## config.mk

```make
export PLATFORM = sky130hd
export DESIGN_NAME = twi_addr_slave
export DESIGN_NICKNAME = d
export VERILOG_FILES = /design/src/rtl/twi_slave_pkg.sv /design/src/rtl/twi_data_shreg.sv /design/src/rtl/twi_addr_cmp.sv /design/src/rtl/twi_bit_seq.sv /design/src/rtl/twi_addr_slave.sv
export SDC_FILE = /design/constraint.sdc
export NUM_CORES = 1
export LEC_CHECK = 0
export ABC_AREA = 1
export ABC_CLOCK_PERIOD_IN_PS = 1600
export CAP_MARGIN = 0
export CORE_MARGIN = 2
export CORE_UTILIZATION = 49
export DETAILED_ROUTE_END_ITERATION = 12
export PLACE_DENSITY = 0.79
export SKIP_CTS_REPAIR_TIMING = 1
export SYNTH_ARGS = -nofsm -noshare
export SYNTH_HDL_FRONTEND = slang
export SYNTH_SLANG_ARGS = --single-unit
```

## constraint.sdc

```tcl
create_clock -name clk_i -period 1.6 [get_ports clk_i]
set_input_delay 0.16 -clock clk_i [delete_from_list [all_inputs] [get_ports clk_i]]
set_output_delay 0.16 -clock clk_i [all_outputs]
set_load 0.05 [all_outputs]
```

## src/rtl/twi_slave_pkg.sv

```systemverilog
package twi_slave_pkg;
  typedef enum logic [1:0] {
    ST_IDLE = 2'd0,
    ST_ADDR = 2'd1,
    ST_DATA = 2'd2,
    ST_ACK  = 2'd3
  } seq_state_e;

  localparam logic [1:0] SEL_DATA = 2'd0;
  localparam logic [1:0] SEL_ADDR = 2'd1;
  localparam logic [1:0] SEL_CTRL = 2'd2;
endpackage

```

## src/rtl/twi_data_shreg.sv

```systemverilog
module twi_data_shreg #(
  parameter int W = 8
) (
  input  logic         clk_i,
  input  logic         rst_ni,
  input  logic         shift_en_i,
  input  logic         bit_i,
  input  logic         load_en_i,
  input  logic [W-1:0] load_data_i,
  output logic [W-1:0] data_o,
  output logic [W-1:0] next_o
);
  logic [W-1:0] data_q;

  // value after the pending shift; used by the comparator on the last bit
  assign next_o = {data_q[W-2:0], bit_i};
  assign data_o = data_q;

  always_ff @(posedge clk_i or negedge rst_ni) begin
    if (!rst_ni)         data_q <= '1;
    else if (load_en_i)  data_q <= load_data_i;
    else if (shift_en_i) data_q <= next_o;
  end
endmodule

```

## src/rtl/twi_addr_cmp.sv

```systemverilog
module twi_addr_cmp #(
  parameter int W = 8
) (
  input  logic [W-1:0] cfg_i,
  input  logic [W-1:0] byte_i,
  output logic         match_o
);
  localparam int AW = W - 1;

  logic own_hit, gc_hit;

  assign own_hit = (byte_i[W-1:1] == cfg_i[W-1:1]);
  assign gc_hit  = cfg_i[0] && (byte_i[W-1:1] == {AW{1'b0}});
  assign match_o = own_hit || gc_hit;
endmodule

```

## src/rtl/twi_bit_seq.sv

```systemverilog
module twi_bit_seq
  import twi_slave_pkg::*;
#(
  parameter int W = 8
) (
  input  logic clk_i,
  input  logic rst_ni,
  input  logic start_i,
  input  logic stop_i,
  input  logic scl_rise_i,
  input  logic sda_i,
  input  logic flag_clr_i,
  input  logic match_i,
  input  logic dir_bit_i,
  input  logic tx_msb_i,
  output logic shift_en_o,
  output logic flag_o,
  output logic tx_o,
  output logic sda_low_o
);
  localparam int CW = $clog2(W);
  localparam logic [CW-1:0] LAST = CW'(W - 1);

  seq_state_e state_q;
  logic [CW-1:0] cnt_q;
  logic flag_q, tx_q, ack_q, addr_slot_q;
  logic taken, byte_end, addr_hit, data_end;

  assign taken      = scl_rise_i && !flag_q && !start_i && !stop_i;
  assign shift_en_o = taken && (state_q == ST_ADDR || state_q == ST_DATA);
  assign byte_end   = shift_en_o && (cnt_q == LAST);
  assign addr_hit   = byte_end && (state_q == ST_ADDR) && match_i;
  assign data_end   = byte_end && (state_q == ST_DATA);

  always_ff @(posedge clk_i or negedge rst_ni) begin
    if (!rst_ni) begin
      state_q     <= ST_IDLE;
      cnt_q       <= '0;
      tx_q        <= 1'b0;
      ack_q       <= 1'b0;
      addr_slot_q <= 1'b0;
    end else if (start_i) begin
      state_q <= ST_ADDR;
      cnt_q   <= '0;
      ack_q   <= 1'b0;
      tx_q    <= 1'b0;
    end else if (stop_i) begin
      state_q <= ST_IDLE;
      cnt_q   <= '0;
      ack_q   <= 1'b0;
      tx_q    <= 1'b0;
    end else if (taken) begin
      unique case (state_q)
        ST_ADDR: begin
          if (cnt_q == LAST) begin
            cnt_q <= '0;
            if (match_i) begin
              state_q     <= ST_ACK;
              ack_q       <= 1'b1;
              tx_q        <= dir_bit_i;
              addr_slot_q <= 1'b1;
            end else begin
              state_q <= ST_IDLE;
            end
          end else begin
            cnt_q <= cnt_q + 1'b1;
          end
        end
        ST_DATA: begin
          if (cnt_q == LAST) begin
            cnt_q       <= '0;
            state_q     <= ST_ACK;
            ack_q       <= !tx_q;
            addr_slot_q <= 1'b0;
          end else begin
            cnt_q <= cnt_q + 1'b1;
          end
        end
        ST_ACK: begin
          ack_q <= 1'b0;
          cnt_q <= '0;
          // master NACK after a transmitted data byte ends the transfer
          if (tx_q && !addr_slot_q && sda_i) begin
            state_q <= ST_IDLE;
            tx_q    <= 1'b0;
          end else begin
            state_q <= ST_DATA;
          end
        end
        default: ;
      endcase
    end
  end

  always_ff @(posedge clk_i or negedge rst_ni) begin
    if (!rst_ni)                    flag_q <= 1'b0;
    else if (addr_hit || data_end)  flag_q <= 1'b1;
    else if (flag_clr_i)            flag_q <= 1'b0;
  end

  assign flag_o    = flag_q;
  assign tx_o      = tx_q;
  assign sda_low_o = (state_q == ST_ACK  && ack_q) ||
                     (state_q == ST_DATA && tx_q && !tx_msb_i);
endmodule

```

## src/rtl/twi_addr_slave.sv

```systemverilog
module twi_addr_slave
  import twi_slave_pkg::*;
#(
  parameter int          W         = 8,
  parameter logic [W-1:0] ADDR_RST = 8'hFE
) (
  input  logic         clk_i,
  input  logic         rst_ni,
  input  logic         start_i,
  input  logic         stop_i,
  input  logic         scl_rise_i,
  input  logic         sda_i,
  input  logic         host_wr_i,
  input  logic [1:0]   host_sel_i,
  input  logic [W-1:0] host_wdata_i,
  output logic [W-1:0] data_o,
  output logic [W-1:0] addr_cfg_o,
  output logic         irq_o,
  output logic         scl_hold_o,
  output logic         sda_low_o,
  output logic         slave_tx_o
);
  logic [W-1:0] addr_q, data_next;
  logic shift_en, flag, match, data_wr, flag_clr;

  assign data_wr  = host_wr_i && (host_sel_i == SEL_DATA) && flag;
  assign flag_clr = host_wr_i && (host_sel_i == SEL_CTRL) && host_wdata_i[0];

  always_ff @(posedge clk_i or negedge rst_ni) begin
    if (!rst_ni)                                        addr_q <= ADDR_RST;
    else if (host_wr_i && host_sel_i == SEL_ADDR)       addr_q <= host_wdata_i;
  end

  twi_data_shreg #(.W(W)) i_shreg (
    .clk_i       (clk_i),
    .rst_ni      (rst_ni),
    .shift_en_i  (shift_en),
    .bit_i       (sda_i),
    .load_en_i   (data_wr),
    .load_data_i (host_wdata_i),
    .data_o      (data_o),
    .next_o      (data_next)
  );

  twi_addr_cmp #(.W(W)) i_cmp (
    .cfg_i   (addr_q),
    .byte_i  (data_next),
    .match_o (match)
  );

  twi_bit_seq #(.W(W)) i_seq (
    .clk_i      (clk_i),
    .rst_ni     (rst_ni),
    .start_i    (start_i),
    .stop_i     (stop_i),
    .scl_rise_i (scl_rise_i),
    .sda_i      (sda_i),
    .flag_clr_i (flag_clr),
    .match_i    (match),
    .dir_bit_i  (data_next[0]),
    .tx_msb_i   (data_o[W-1]),
    .shift_en_o (shift_en),
    .flag_o     (flag),
    .tx_o       (slave_tx_o),
    .sda_low_o  (sda_low_o)
  );

  assign addr_cfg_o = addr_q;
  assign irq_o      = flag;
  assign scl_hold_o = flag;
endmodule

```

==> impl_results.md <==
* Max Fclk at 622 MHz
* Cells after Synth at just under 200
* Pwr/cell area at 1350 mW/mm2
* Gpl congestion at 0.870
* Pleak at 1.14 nW
* DP Wirelength at around 2700 um
* GRT overflow at 0
* Vias per cell at 5.04
* Min Tclk post-route at 1.61 ns
* Synth Area per Inst at 8.13 um2
* Critical Path AT at 1.45 ns
* DRT antenna net count at 0
* Status: finished with violations
* Fillcell total at 212
* PnR worst setup slack at -0.00667 ns
* Fin. Hold Viols at 0
* Clock Tree Root: clkbuf_4
* Synth area leader: dfstp_2
* Ranking of synthesized cells by area: dfstp_2 (25%), dfrtp_1 (16%), nand2_1 (12%), inv_1 (6.0%), nor2_1 (4.0%)
* Synth top area share at 0.250
* Fin. max-slew vios at 0
* Diode count at 0
* Clock Skews at 0.00514 ns
* Clock group share of total power at 0.099
* CTS buffer count at 3
* Vias post-DR at 1472
* CP max FO at 5
* Synth unique cells at 32
* Area of the multi-input gates at 850 um2
* Yosys warning total at 0
* Slew headroom at 0.785
* CTS H-tree lvls at 1
* Number of global-route vias before repair at 1261
* Count of final setup violators at 1
* Crit Path Category: register to output pin
* Cell Int Power at 1.78 mW
* Initial Utilization at 0.516
* Clock transition at path regs at 0.16 ns
* Max Cap Violations at 0
* DRC at 0
* CTS max path bufs at 2
* Register area at 647 um2
* First-pass GRT wire length at 5750 um
* Dpl ws at -0.0326 ns
* CP startpoint kind: register
* Largest net degree at the start of global routing at 26
* NetSw at 1.39 mW
* Initial antenna violation count at 0
* Total Wirelength at 3860 um
* Switch share at 0.437
* Routed wire per std cell at 13.2 um
* # IOs at 37
* Hold WC Path Type: input pin to asynchronous set/reset pin
* Clock sinks at 25
* Area Growth Syn to Fin at 49.3%
* RSZ-0062 raised after global routing: true
* Share of cells above drive strength 1 at 0.383
* Drt first pass iters at 4
* Fin util at 0.771
* CTS tree: yes
* Die width at 60.7 um
* Port-buffer cells at 36
* Core Rows at 20
* Violated checks: negative setup slack
* VDD IR max at roughly 950 uV
* Actual slew at the worst max-slew pin at 0.323 ns
* Seq/Total Area, Yosys at 0.409
* Data required, critical path at ~1.4 ns
* Worst-Skew Late Latency at roughly 0.33 ns
* Seq pwr share at 0.337
* Syn_nets at 216
* All-Layer GR Usage at 0.208
* Worst setup EP type: output pin
* Full die area at 0.00369 mm2
* Starting DRT DRC Count at 65
* Mapped cell area at 0.00158 mm2
* Final Cycle Share at 1.00
* Synth Register Bits at 25
* Die H at slightly above 60 um
* Fin nets at between 200 and 300
* Gate power share at 0.564
* Core ar. at ~0.0031 mm2
power groups by stage:
stage          Combinational, mW  Sequential (mW)  Clock, mW
6_report                    1.79             1.07      0.314
5_1_grt                     1.91             1.09      0.342
4_1_cts                     1.62             1.07      0.312
3_5_place_dp                1.61             1.08          0
3_3_place_gp                1.60             1.08          0
2_1_floorplan              0.541             1.42          0
through the flow:
| stage | setup TNS, ns | cells | cell area [um2] | power [mW] | hold slack (ns) |
|---|---|---|---|---|---|
| 2_1_floorplan | 0 | 194 | 1580 | 1.96 | -0.136 |
| 3_3_place_gp | 0 | 279 | 2180 | 2.68 | 0.455 |
| 3_5_place_dp | -0.0977 | 279 | 2180 | 2.70 | 0.462 |
| 4_1_cts | -0.166 | 283 | 2210 | 3.00 | 0.174 |
| 5_1_grt | -0.225 | 292 | 2350 | 3.34 | 0.179 |
| 6_report | -0.00667 | 292 | 2350 | 3.17 | 0.157 |
flip-flops by register name, indices dropped and copies added, names as in the netlist:
| signal | flops |
|---|---|
| i_seq.cnt_q | 3 |
| i_seq.addr_slot_q | 1 |
| i_seq.ack_q | 1 |
| i_seq.flag_o | 1 |
| addr_cfg_o | 8 |
| i_seq.state_q | 2 |
| i_seq.tx_o | 1 |
| i_shreg.data_o | 8 |
layout make-up:
type	instances	area share
multi-input cells	136	0.361
repair buffers	55	0.283
flip-flops and latches	25	0.275
inverters	28	0.0457
well taps	44	0.0234
clock buffers	3	0.00957
clock inverters	1	0.00266
final timing paths:
check | startpoint | to | slack, ns | depth (start not counted)
max reg2reg | i_seq.state_q[1]$_DFFE_PN0P_ | i_seq.state_q[0]$_DFFE_PN0P_ | 0.04 | 11
max | i_seq.state_q[1]$_DFFE_PN0P_ | sda_low_o | -0.007 | 5
min | rst_ni | i_seq.tx_o$_DFFE_PN0P_ | 0.16 | 2
min reg2reg | addr_cfg_o[5]$_DFFE_PN1P_ | addr_cfg_o[5]$_DFFE_PN1P_ | 0.50 | 2
max in group asynchronous | rst_ni | i_shreg.data_o[4]$_DFFE_PN1P_ | 1.14 | 2
min in group clk_i | host_wdata_i[2] | addr_cfg_o[2]$_DFFE_PN1P_ | 0.39 | 3
synth_stat cells, drive strengths merged:
cell type and n:
nand2 52, inv 28, nor2 22, dfstp 15, o21ai 13, dfrtp 10
nand3 10, a21oi 7, o211ai 7, nand4 6, buf 5, ha 5
mux2 3, nor3 3, xor2 3, a21boi 2, a31oi 2, o2bb2ai 1
layout by cell type, fill, tap and decap left out, types with 3 or more instances in the layout:
| master | n |
|---|---|
| a21oi_1 | 7 |
| buf_12 | 17 |
| buf_4 | 22 |
| clkbuf_4 | 3 |
| clkdlybuf4s50_1 | 16 |
| dfrtp_1 | 8 |
| dfstp_2 | 15 |
| inv_1 | 23 |
| inv_2 | 4 |
| mux2_2 | 3 |
| nand2_1 | 45 |
| nand2_2 | 5 |
| nand3_1 | 8 |
| nand4_1 | 6 |
| nor2_1 | 14 |
| nor2_2 | 4 |
| nor2_4 | 3 |
| nor3_1 | 3 |
| o211ai_1 | 5 |
| o21ai_0 | 9 |
| xor2_1 | 3 |
layer usage:
layer  wire, um  vias to the layer above  global-route usage  part of all wire
met5          0                        -                   0                 0
met4         54                        0              0.0839             0.014
met3        197                        7              0.0235             0.051
met2       1830                       66               0.306              0.47
met1       1790                      658               0.313              0.46
li1           -                      741                   -                 -
worst max-delay path: stages, from the launching register on:
cell and delay [ns]:
dfrtp_2 0.50, ha_4 0.19, buf_4 0.14, nand2_2 0.07
o21ai_4 0.06, buf_12 0.14
kinds of logic after synthesis:
family          Yosys count  synth area share
simple gates             93             0.272
buf+inv                  33             0.101
compound gates           32             0.140
mux                       3            0.0214
fa+ha+maj                 5            0.0397
flops                    25             0.409
xor+xnor                  3            0.0167
(Power assumes the default switching activity.)
